==> src/rtl/pwrseq_pkg.sv <==
package pwrseq_pkg;

    typedef enum logic [1:0] {
        K_CMD = 2'd0,
        K_W8  = 2'd1,
        K_W16 = 2'd2
    } wr_kind_e;

    typedef enum logic [1:0] {
        PS_OFF  = 2'd0,
        PS_ON   = 2'd1,
        PS_SUSP = 2'd2
    } pstate_e;

    typedef struct packed {
        wr_kind_e    kind;
        logic [7:0]  addr;
        logic [15:0] data;
        logic        gap;
    } step_t;

    localparam int N_STEPS = 17;
    localparam int IDXW    = $clog2(N_STEPS);

    // Segment boundaries of the step table; the order inside each is behaviour.
    localparam logic [IDXW-1:0] IX_WAKE    = IDXW'(0);
    localparam logic [IDXW-1:0] IX_SWON    = IDXW'(4);
    localparam logic [IDXW-1:0] IX_SWON_Z  = IDXW'(12);
    localparam logic [IDXW-1:0] IX_DOWN    = IDXW'(13);
    localparam logic [IDXW-1:0] IX_DOWN_Z  = IDXW'(15);
    localparam logic [IDXW-1:0] IX_OFF_Z   = IDXW'(16);

    function automatic step_t mk(wr_kind_e k, logic [7:0] a, logic [15:0] d, logic g);
        step_t s;
        s.kind = k;
        s.addr = a;
        s.data = d;
        s.gap  = g;
        return s;
    endfunction

    function automatic step_t step_at(logic [IDXW-1:0] ix);
        step_t s;
        unique case (ix)
            // wake ladder: null commands with pauses, then leave deep standby
            IDXW'(0), IDXW'(1), IDXW'(2): s = mk(K_CMD, 8'h00, 16'h0000, 1'b1);
            IDXW'(3):  s = mk(K_W8,  8'hB0, 16'h0017, 1'b0);
            // switch-on list
            IDXW'(4):  s = mk(K_W8,  8'hBC, 16'h0080, 1'b0);
            IDXW'(5):  s = mk(K_W8,  8'h3B, 16'h0000, 1'b0);
            IDXW'(6):  s = mk(K_W8,  8'hB0, 16'h0016, 1'b0);
            IDXW'(7):  s = mk(K_W16, 8'hB8, 16'hFFF9, 1'b0);
            IDXW'(8):  s = mk(K_CMD, 8'h11, 16'h0000, 1'b0);
            IDXW'(9):  s = mk(K_W8,  8'hBA, 16'h0001, 1'b0);
            IDXW'(10): s = mk(K_W8,  8'h3A, 16'h0060, 1'b0);
            IDXW'(11): s = mk(K_W8,  8'hBD, 16'h0004, 1'b0);
            IDXW'(12): s = mk(K_CMD, 8'h29, 16'h0000, 1'b0);
            // power-down list
            IDXW'(13): s = mk(K_CMD, 8'h28, 16'h0000, 1'b0);
            IDXW'(14): s = mk(K_W16, 8'hB8, 16'h8002, 1'b0);
            IDXW'(15): s = mk(K_CMD, 8'h10, 16'h0000, 1'b0);
            // teardown tail
            IDXW'(16): s = mk(K_W8,  8'hB0, 16'h0000, 1'b0);
            default:   s = mk(K_CMD, 8'h00, 16'h0000, 1'b0);
        endcase
        return s;
    endfunction

endpackage

==> src/rtl/pwrseq_steprom.sv <==
module pwrseq_steprom
    import pwrseq_pkg::*;
(
    input  logic [IDXW-1:0] idx,
    output step_t           step
);
    always_comb step = step_at(idx);
endmodule

==> src/rtl/pwrseq_mstimer.sv <==
module pwrseq_mstimer #(
    parameter int unsigned CYC_PER_MS = 100000,
    parameter int unsigned MAX_MS     = 90
) (
    input  logic                        clk,
    input  logic                        rst_n,
    input  logic                        run,
    input  logic [$clog2(MAX_MS+1)-1:0] limit,
    output logic                        expired
);
    localparam int PW  = (CYC_PER_MS > 1) ? $clog2(CYC_PER_MS) : 1;
    localparam int MSW = $clog2(MAX_MS + 1);
    localparam logic [PW-1:0] PRE_TOP = PW'(CYC_PER_MS - 1);

    logic [PW-1:0]  pre_q;
    logic [MSW-1:0] ms_q;

    assign expired = run && (ms_q == limit);

    always_ff @(posedge clk) begin
        if (!rst_n || !run) begin
            pre_q <= '0;
            ms_q  <= '0;
        end else if (ms_q != limit) begin
            if (pre_q == PRE_TOP) begin
                pre_q <= '0;
                ms_q  <= ms_q + MSW'(1);
            end else begin
                pre_q <= pre_q + PW'(1);
            end
        end
    end
endmodule

==> src/rtl/pwrseq_reqdec.sv <==
module pwrseq_reqdec
    import pwrseq_pkg::*;
(
    input  logic            idle,
    input  pstate_e         cur,
    input  logic            req_enable,
    input  logic            req_disable,
    input  logic            req_suspend,
    input  logic            req_resume,
    output logic            accept,
    output logic [IDXW-1:0] first_ix,
    output logic [IDXW-1:0] last_ix,
    output pstate_e         target
);
    always_comb begin
        accept   = 1'b0;
        first_ix = IX_WAKE;
        last_ix  = IX_SWON_Z;
        target   = cur;
        if (idle) begin
            if (req_disable && cur != PS_OFF) begin
                accept = 1'b1; first_ix = IX_DOWN; last_ix = IX_OFF_Z;  target = PS_OFF;
            end else if (req_suspend && cur == PS_ON) begin
                accept = 1'b1; first_ix = IX_DOWN; last_ix = IX_DOWN_Z; target = PS_SUSP;
            end else if (req_enable && cur != PS_ON) begin
                accept = 1'b1; first_ix = IX_WAKE; last_ix = IX_SWON_Z; target = PS_ON;
            end else if (req_resume && cur == PS_SUSP) begin
                accept = 1'b1; first_ix = IX_SWON; last_ix = IX_SWON_Z; target = PS_ON;
            end
        end
    end
endmodule

==> src/rtl/pwrseq_top.sv <==
module pwrseq_top
    import pwrseq_pkg::*;
#(
    parameter int unsigned CLK_HZ  = 100_000_000,
    parameter int unsigned BOOT_MS = 90,
    parameter int unsigned GAP_MS  = 1
) (
    input  logic        clk,
    input  logic        rst_n,
    input  logic        req_enable,
    input  logic        req_disable,
    input  logic        req_suspend,
    input  logic        req_resume,
    output logic        wr_req,
    output logic [1:0]  wr_kind,
    output logic [7:0]  wr_addr,
    output logic [15:0] wr_data,
    input  logic        wr_done,
    input  logic        wr_err,
    output logic        busy,
    output logic [1:0]  panel_state,
    output logic        video_en,
    output logic        seq_done,
    output logic        seq_fail,
    output logic        err_sticky
);
    localparam int unsigned CYC_PER_MS = (CLK_HZ >= 1000) ? CLK_HZ / 1000 : 1;
    localparam int unsigned MAX_MS     = (BOOT_MS > GAP_MS) ? BOOT_MS : GAP_MS;
    localparam int          MSW        = $clog2(MAX_MS + 1);

    typedef enum logic [2:0] {
        F_BOOT, F_IDLE, F_ISSUE, F_GAP, F_FINISH
    } fsm_e;

    fsm_e            fsm_q, fsm_d;
    logic [IDXW-1:0] idx_q, end_q;
    pstate_e         tgt_q, pst_q;
    logic            acc_err_q;
    step_t           step;
    logic            tmr_exp;
    logic            accept;
    logic [IDXW-1:0] first_ix, last_ix;
    pstate_e         tgt_d;
    logic            at_end;

    pwrseq_steprom u_rom (.idx(idx_q), .step(step));

    pwrseq_mstimer #(.CYC_PER_MS(CYC_PER_MS), .MAX_MS(MAX_MS)) u_tmr (
        .clk     (clk),
        .rst_n   (rst_n),
        .run     (fsm_q == F_BOOT || fsm_q == F_GAP),
        .limit   ((fsm_q == F_BOOT) ? MSW'(BOOT_MS) : MSW'(GAP_MS)),
        .expired (tmr_exp)
    );

    pwrseq_reqdec u_dec (
        .idle        (fsm_q == F_IDLE),
        .cur         (pst_q),
        .req_enable  (req_enable),
        .req_disable (req_disable),
        .req_suspend (req_suspend),
        .req_resume  (req_resume),
        .accept      (accept),
        .first_ix    (first_ix),
        .last_ix     (last_ix),
        .target      (tgt_d)
    );

    assign at_end = (idx_q == end_q);

    // next-state logic
    always_comb begin
        fsm_d = fsm_q;
        unique case (fsm_q)
            F_BOOT:   if (tmr_exp) fsm_d = F_IDLE;
            F_IDLE:   if (accept)  fsm_d = F_ISSUE;
            F_ISSUE:  if (wr_done) fsm_d = step.gap ? F_GAP : (at_end ? F_FINISH : F_ISSUE);
            F_GAP:    if (tmr_exp) fsm_d = at_end ? F_FINISH : F_ISSUE;
            F_FINISH: fsm_d = F_IDLE;
            default:  fsm_d = F_BOOT;
        endcase
    end

    // state register and sequence bookkeeping
    always_ff @(posedge clk) begin
        if (!rst_n) begin
            fsm_q     <= F_BOOT;
            idx_q     <= '0;
            end_q     <= '0;
            tgt_q     <= PS_OFF;
            acc_err_q <= 1'b0;
        end else begin
            fsm_q <= fsm_d;
            if (fsm_q == F_IDLE && accept) begin
                idx_q     <= first_ix;
                end_q     <= last_ix;
                tgt_q     <= tgt_d;
                acc_err_q <= 1'b0;
            end
            if (fsm_q == F_ISSUE && wr_done) begin
                acc_err_q <= acc_err_q | wr_err;
                if (!step.gap && !at_end) idx_q <= idx_q + IDXW'(1);
            end
            if (fsm_q == F_GAP && tmr_exp && !at_end) idx_q <= idx_q + IDXW'(1);
        end
    end

    // registered outputs
    always_ff @(posedge clk) begin
        if (!rst_n) begin
            pst_q      <= PS_OFF;
            video_en   <= 1'b0;
            seq_done   <= 1'b0;
            seq_fail   <= 1'b0;
            err_sticky <= 1'b0;
        end else begin
            seq_done <= 1'b0;
            if (fsm_q == F_IDLE && accept && tgt_d != PS_ON) video_en <= 1'b0;
            if (fsm_q == F_FINISH) begin
                pst_q      <= tgt_q;
                seq_done   <= 1'b1;
                seq_fail   <= acc_err_q;
                err_sticky <= err_sticky | acc_err_q;
                if (tgt_q == PS_ON) video_en <= 1'b1;
            end
        end
    end

    assign wr_req      = (fsm_q == F_ISSUE);
    assign wr_kind     = step.kind;
    assign wr_addr     = step.addr;
    assign wr_data     = step.data;
    assign busy        = (fsm_q != F_IDLE);
    assign panel_state = pst_q;
endmodule

==> config.mk <==
export PLATFORM = sky130hd
export DESIGN_NAME = pwrseq_top
export DESIGN_NICKNAME = d
export VERILOG_FILES = /design/src/rtl/pwrseq_pkg.sv /design/src/rtl/pwrseq_steprom.sv /design/src/rtl/pwrseq_mstimer.sv /design/src/rtl/pwrseq_reqdec.sv /design/src/rtl/pwrseq_top.sv
export SDC_FILE = /design/constraint.sdc
export NUM_CORES = 1
export LEC_CHECK = 0
export ABC_AREA = 1
export BUFFER_PORTS_ARGS = -buffer_cell sky130_fd_sc_hd__buf_2
export CELL_PAD_IN_SITES_DETAIL_PLACEMENT = 2
export CELL_PAD_IN_SITES_GLOBAL_PLACEMENT = 2
export CORE_MARGIN = 1
export CORE_UTILIZATION = 33
export DETAILED_ROUTE_END_ITERATION = 8
export GPL_TIMING_DRIVEN = 0
export PLACE_DENSITY_LB_ADDON = 0.1
export SETUP_SLACK_MARGIN = 0.02
export SLEW_MARGIN = 10
export SYNTH_ARGS = -nofsm -noshare
export SYNTH_HDL_FRONTEND = slang
export SYNTH_SLANG_ARGS = --single-unit
==> constraint.sdc <==
create_clock -name clk -period 2.35 [get_ports clk]
set_input_delay 0.235 -clock clk [delete_from_list [all_inputs] [get_ports clk]]
set_output_delay 0.235 -clock clk [all_outputs]
set_load 0.03 [all_outputs]
==> results.sh <==
export IMPL_worstSetupPathType="reg2reg"
export IMPL_max_freq_mhz=445.2
export IMPL_peakVddDrop_mv=0.2564
export IMPL_worstSetupStartpointType="flop"
export IMPL_cts_max_path_buffers=2
export IMPL_total_power_mw=3.177
export IMPL_final_area_um2=4212
export IMPL_num_rows=36
export IMPL_die_h_um=103.4
export IMPL_fillers=1130
export IMPL_crit_top_cell="nand2_1"
export IMPL_max_slew_margin=0.5369
export IMPL_hold_viol=0
export IMPL_worst_ep_arrival_time_ns=2.53
export IMPL_num_vias=3142
export IMPL_insertedDiodeCount=0
export IMPL_netlist_area_um2=3396
export IMPL_drv_slew=0
export IMPL_syn_inst=458
export IMPL_tritoncts="built"
export IMPL_worstSkewPairLatency_ns=0.36
export IMPL_area_delta_synth_final_pct=24.02
export IMPL_grt_setup_unrepaired="yes"
export IMPL_end_kind="flop"
export IMPL_fin_nets=540
export IMPL_path_cells="inv_2 -> nor3_4 -> nand2_2 -> buf_4 -> nand2_1 -> nand2_1 -> nand3b_1 -> nand3_2 -> ha_2 -> inv_1 -> nor2_1 -> nand2_1 -> a21oi_1"
export IMPL_path_max_fanout=5
export IMPL_dpl_cell_count=631
export IMPL_synthFlopType="dfxtp_1"
export IMPL_cts_root_buf="clkbuf_8"
export IMPL_clk_pin_slew_ns=0.07
export IMPL_firstDrtPassIters=4
export IMPL_worst_path_max_delay_cell="dfxtp_2"
export IMPL_fin_crit_ns=2.246
export IMPL_holdBufCountCts=0
export IMPL_avgSynthCellArea_um2=7.414
export IMPL_globalplace_congestion=0.7672
export IMPL_drive_gt1_frac=0.3239
export IMPL_setup_viol=0
export IMPL_regArea_um2=1244
export IMPL_die_area_um2=10700
export IMPL_finClkSkew_ns=0.01034
export IMPL_drc=0
export IMPL_grt_max_degree=11
export IMPL_dp_hpwl_mm=7.134
export IMPL_grt_antenna_before_repair=0
export IMPL_ys_seq_area_frac=0.3596
export IMPL_grt_pass1_vias=3283
export IMPL_crit_family="simple AND/OR/NAND/NOR gates"
export IMPL_numCtsBuffers=9
export IMPL_path_buf_inv=3
export IMPL_drt_iter0_drc=47
export IMPL_clock_sinks=61
export IMPL_start_util=0.3442
export IMPL_synth_async_reset_ratio=0
export IMPL_synth_seq_cells=61
export IMPL_track_usage=0.1966
export IMPL_yosys_warnings=0
export IMPL_wire_per_inst_um=14.90
export IMPL_core_um2=9864
export IMPL_p_per_area_nw_per_um2=754.3
export IMPL_io_pins=42
export IMPL_synth_edff_count=0
export IMPL_multiInputGateArea_um2=1837
export IMPL_p_leak_nw=1.989
export IMPL_slowest_delay_ns=0.37
export IMPL_tightest_slew_ns=0.6946
export IMPL_routed_via_density=4.753
export IMPL_yosysUniqueCellTypes=37
export IMPL_die_x_um=103.4
export IMPL_cap_viol_max_count=0
export IMPL_hold_class="in2reg"
export IMPL_fin_cells=661
export IMPL_ant_nets=0
export IMPL_overflow=0
export IMPL_synth_nets=475
export IMPL_drt_wl_total_mm=9.847
export IMPL_required_ns=2.64
export IMPL_outcome="finished, final reports clean"
export IMPL_grt_pass1_wl_mm=15.91
export IMPL_post_route_period_util=0.9559
export IMPL_dpl_cell_area_um2=3762
export IMPL_htree_levels=3
export IMPL_io_buffers=40
==> per-stage QoR <==
stage          setup slack, ns  hold slack (ns)    util  setup TNS (ns)
2_1_floorplan          0.02380           0.3978       -               0
3_3_place_gp           -0.2926           0.4415  0.3814          -2.400
3_5_place_dp           -0.3937           0.4630  0.3814          -4.121
4_1_cts               0.007873           0.1488  0.4097               0
5_1_grt               -0.05463           0.1756  0.4269         -0.1166
6_report                0.1037           0.1598  0.4269               0
==> worst reg2reg max path: stages (launching register included) <==
cell,delay (ns)
dfxtp_2,0.37
inv_2,0.08
nor3_4,0.27
nand2_2,0.14
buf_4,0.15
nand2_1,0.05
nand2_1,0.05
nand3b_1,0.20
nand3_2,0.19
ha_2,0.24
inv_1,0.05
nor2_1,0.18
nand2_1,0.08
a21oi_1,0.14
==> kinds of logic (layout without fill, tap and decap cells) <==
group                      after synthesis  count (layout)  share of synthesized area
and+or+nand+nor                        218             218                     0.3312
buffers and inverters                   93             163                     0.1378
AOI/OAI and AO/OA                       66              66                     0.1113
DFF                                     61              61                     0.3596
xor gates and xnor gates                10              10                    0.02579
adders and majority gates                9               9                    0.03316
other                                    1               1                   0.001104
==> flip-flops by register name, indices dropped and copies added (netlist names), 2 cells and up <==
signal / count
u_rom.step: 17
u_tmr.pre_q: 17
u_tmr.ms_q: 7
idx_q: 5
end_q: 3
fsm_q: 3
panel_state: 2
tgt_q: 2
==> layout make-up <==
cell class / count / area share
multi-input combinational: 304 / 0.4361
buffer: 30 / 0.05437
clock inverter: 5 / 0.01188
tap: 133 / 0.03951
inverter: 63 / 0.05674
clock buffer: 11 / 0.03357
timing repair buffer: 54 / 0.07249
sequential: 61 / 0.2953
==> Yosys cell counts, types with 2 or more instances <==
cell,number,share of area
a211oi_1,7,0.015
a21oi_1,34,0.050
buf_4,26,0.057
clkbuf_1,2,0.0022
dfxtp_1,61,0.36
ha_1,9,0.033
inv_1,55,0.061
inv_2,7,0.0077
nand2_1,99,0.11
nand2_2,4,0.0074
nand2_4,7,0.023
nand3_1,34,0.050
nand3_2,6,0.018
nand3_4,2,0.010
nand4_1,6,0.011
nor2_1,36,0.040
nor2_2,5,0.0092
nor2_4,2,0.0066
nor2_8,2,0.012
nor3_1,9,0.013
nor3_4,3,0.014
o211ai_1,2,0.0044
o21a_1,3,0.0066
o21ai_0,9,0.013
o21ai_1,5,0.0074
o21ai_2,2,0.0052
o21bai_1,3,0.0066
xnor2_1,2,0.0052
xor2_1,8,0.021
==> final timing paths <==
| kind | endpoint | depth (start not counted) | startpoint | slack [ns] |
|---|---|---|---|---|
| worst min register to register | video_en | 2 | tgt_q[0] | 0.46 |
| worst min-delay path | acc_err_q | 3 | wr_err | 0.16 |
| worst max register to register | u_rom.step[19] | 13 | fsm_q[0] | 0.10 |
| worst max-delay path | u_rom.step[19] | 13 | fsm_q[0] | 0.10 |
==> layer usage <==
metal,global-route usage,part of all wire,vias to the layer above
met5,0,0,-
met4,0.07151,0.015,0
met3,0.03427,0.015,10
met2,0.3454,0.52,20
met1,0.2403,0.45,1538
li1,-,-,1574
==> cells in the final DEF, fill, tap and decap left out, drive strengths merged, types with 7 or more instances in the layout <==
cell,instances
nand2,110
buf,82
inv,63
dfxtp,61
nor2,45
nand3,42
a21oi,34
o21ai,16
clkbuf,13
nor3,12
ha,9
xor2,8
a211oi,7
==> report_power, final <==
part	internal (mW)	switching, mW	total [mW]
registers	1.13	0.0617	1.19
clock network	0.512	0.462	0.974
logic	0.379	0.636	1.01
==> timing repair <==
item,4_1_cts,5_1_grt
resized for setup,13,34
setup buffers,7,7
setup endpoints to repair,16,25
pin swaps,4,7
Power figures use the tool's default switching activity.
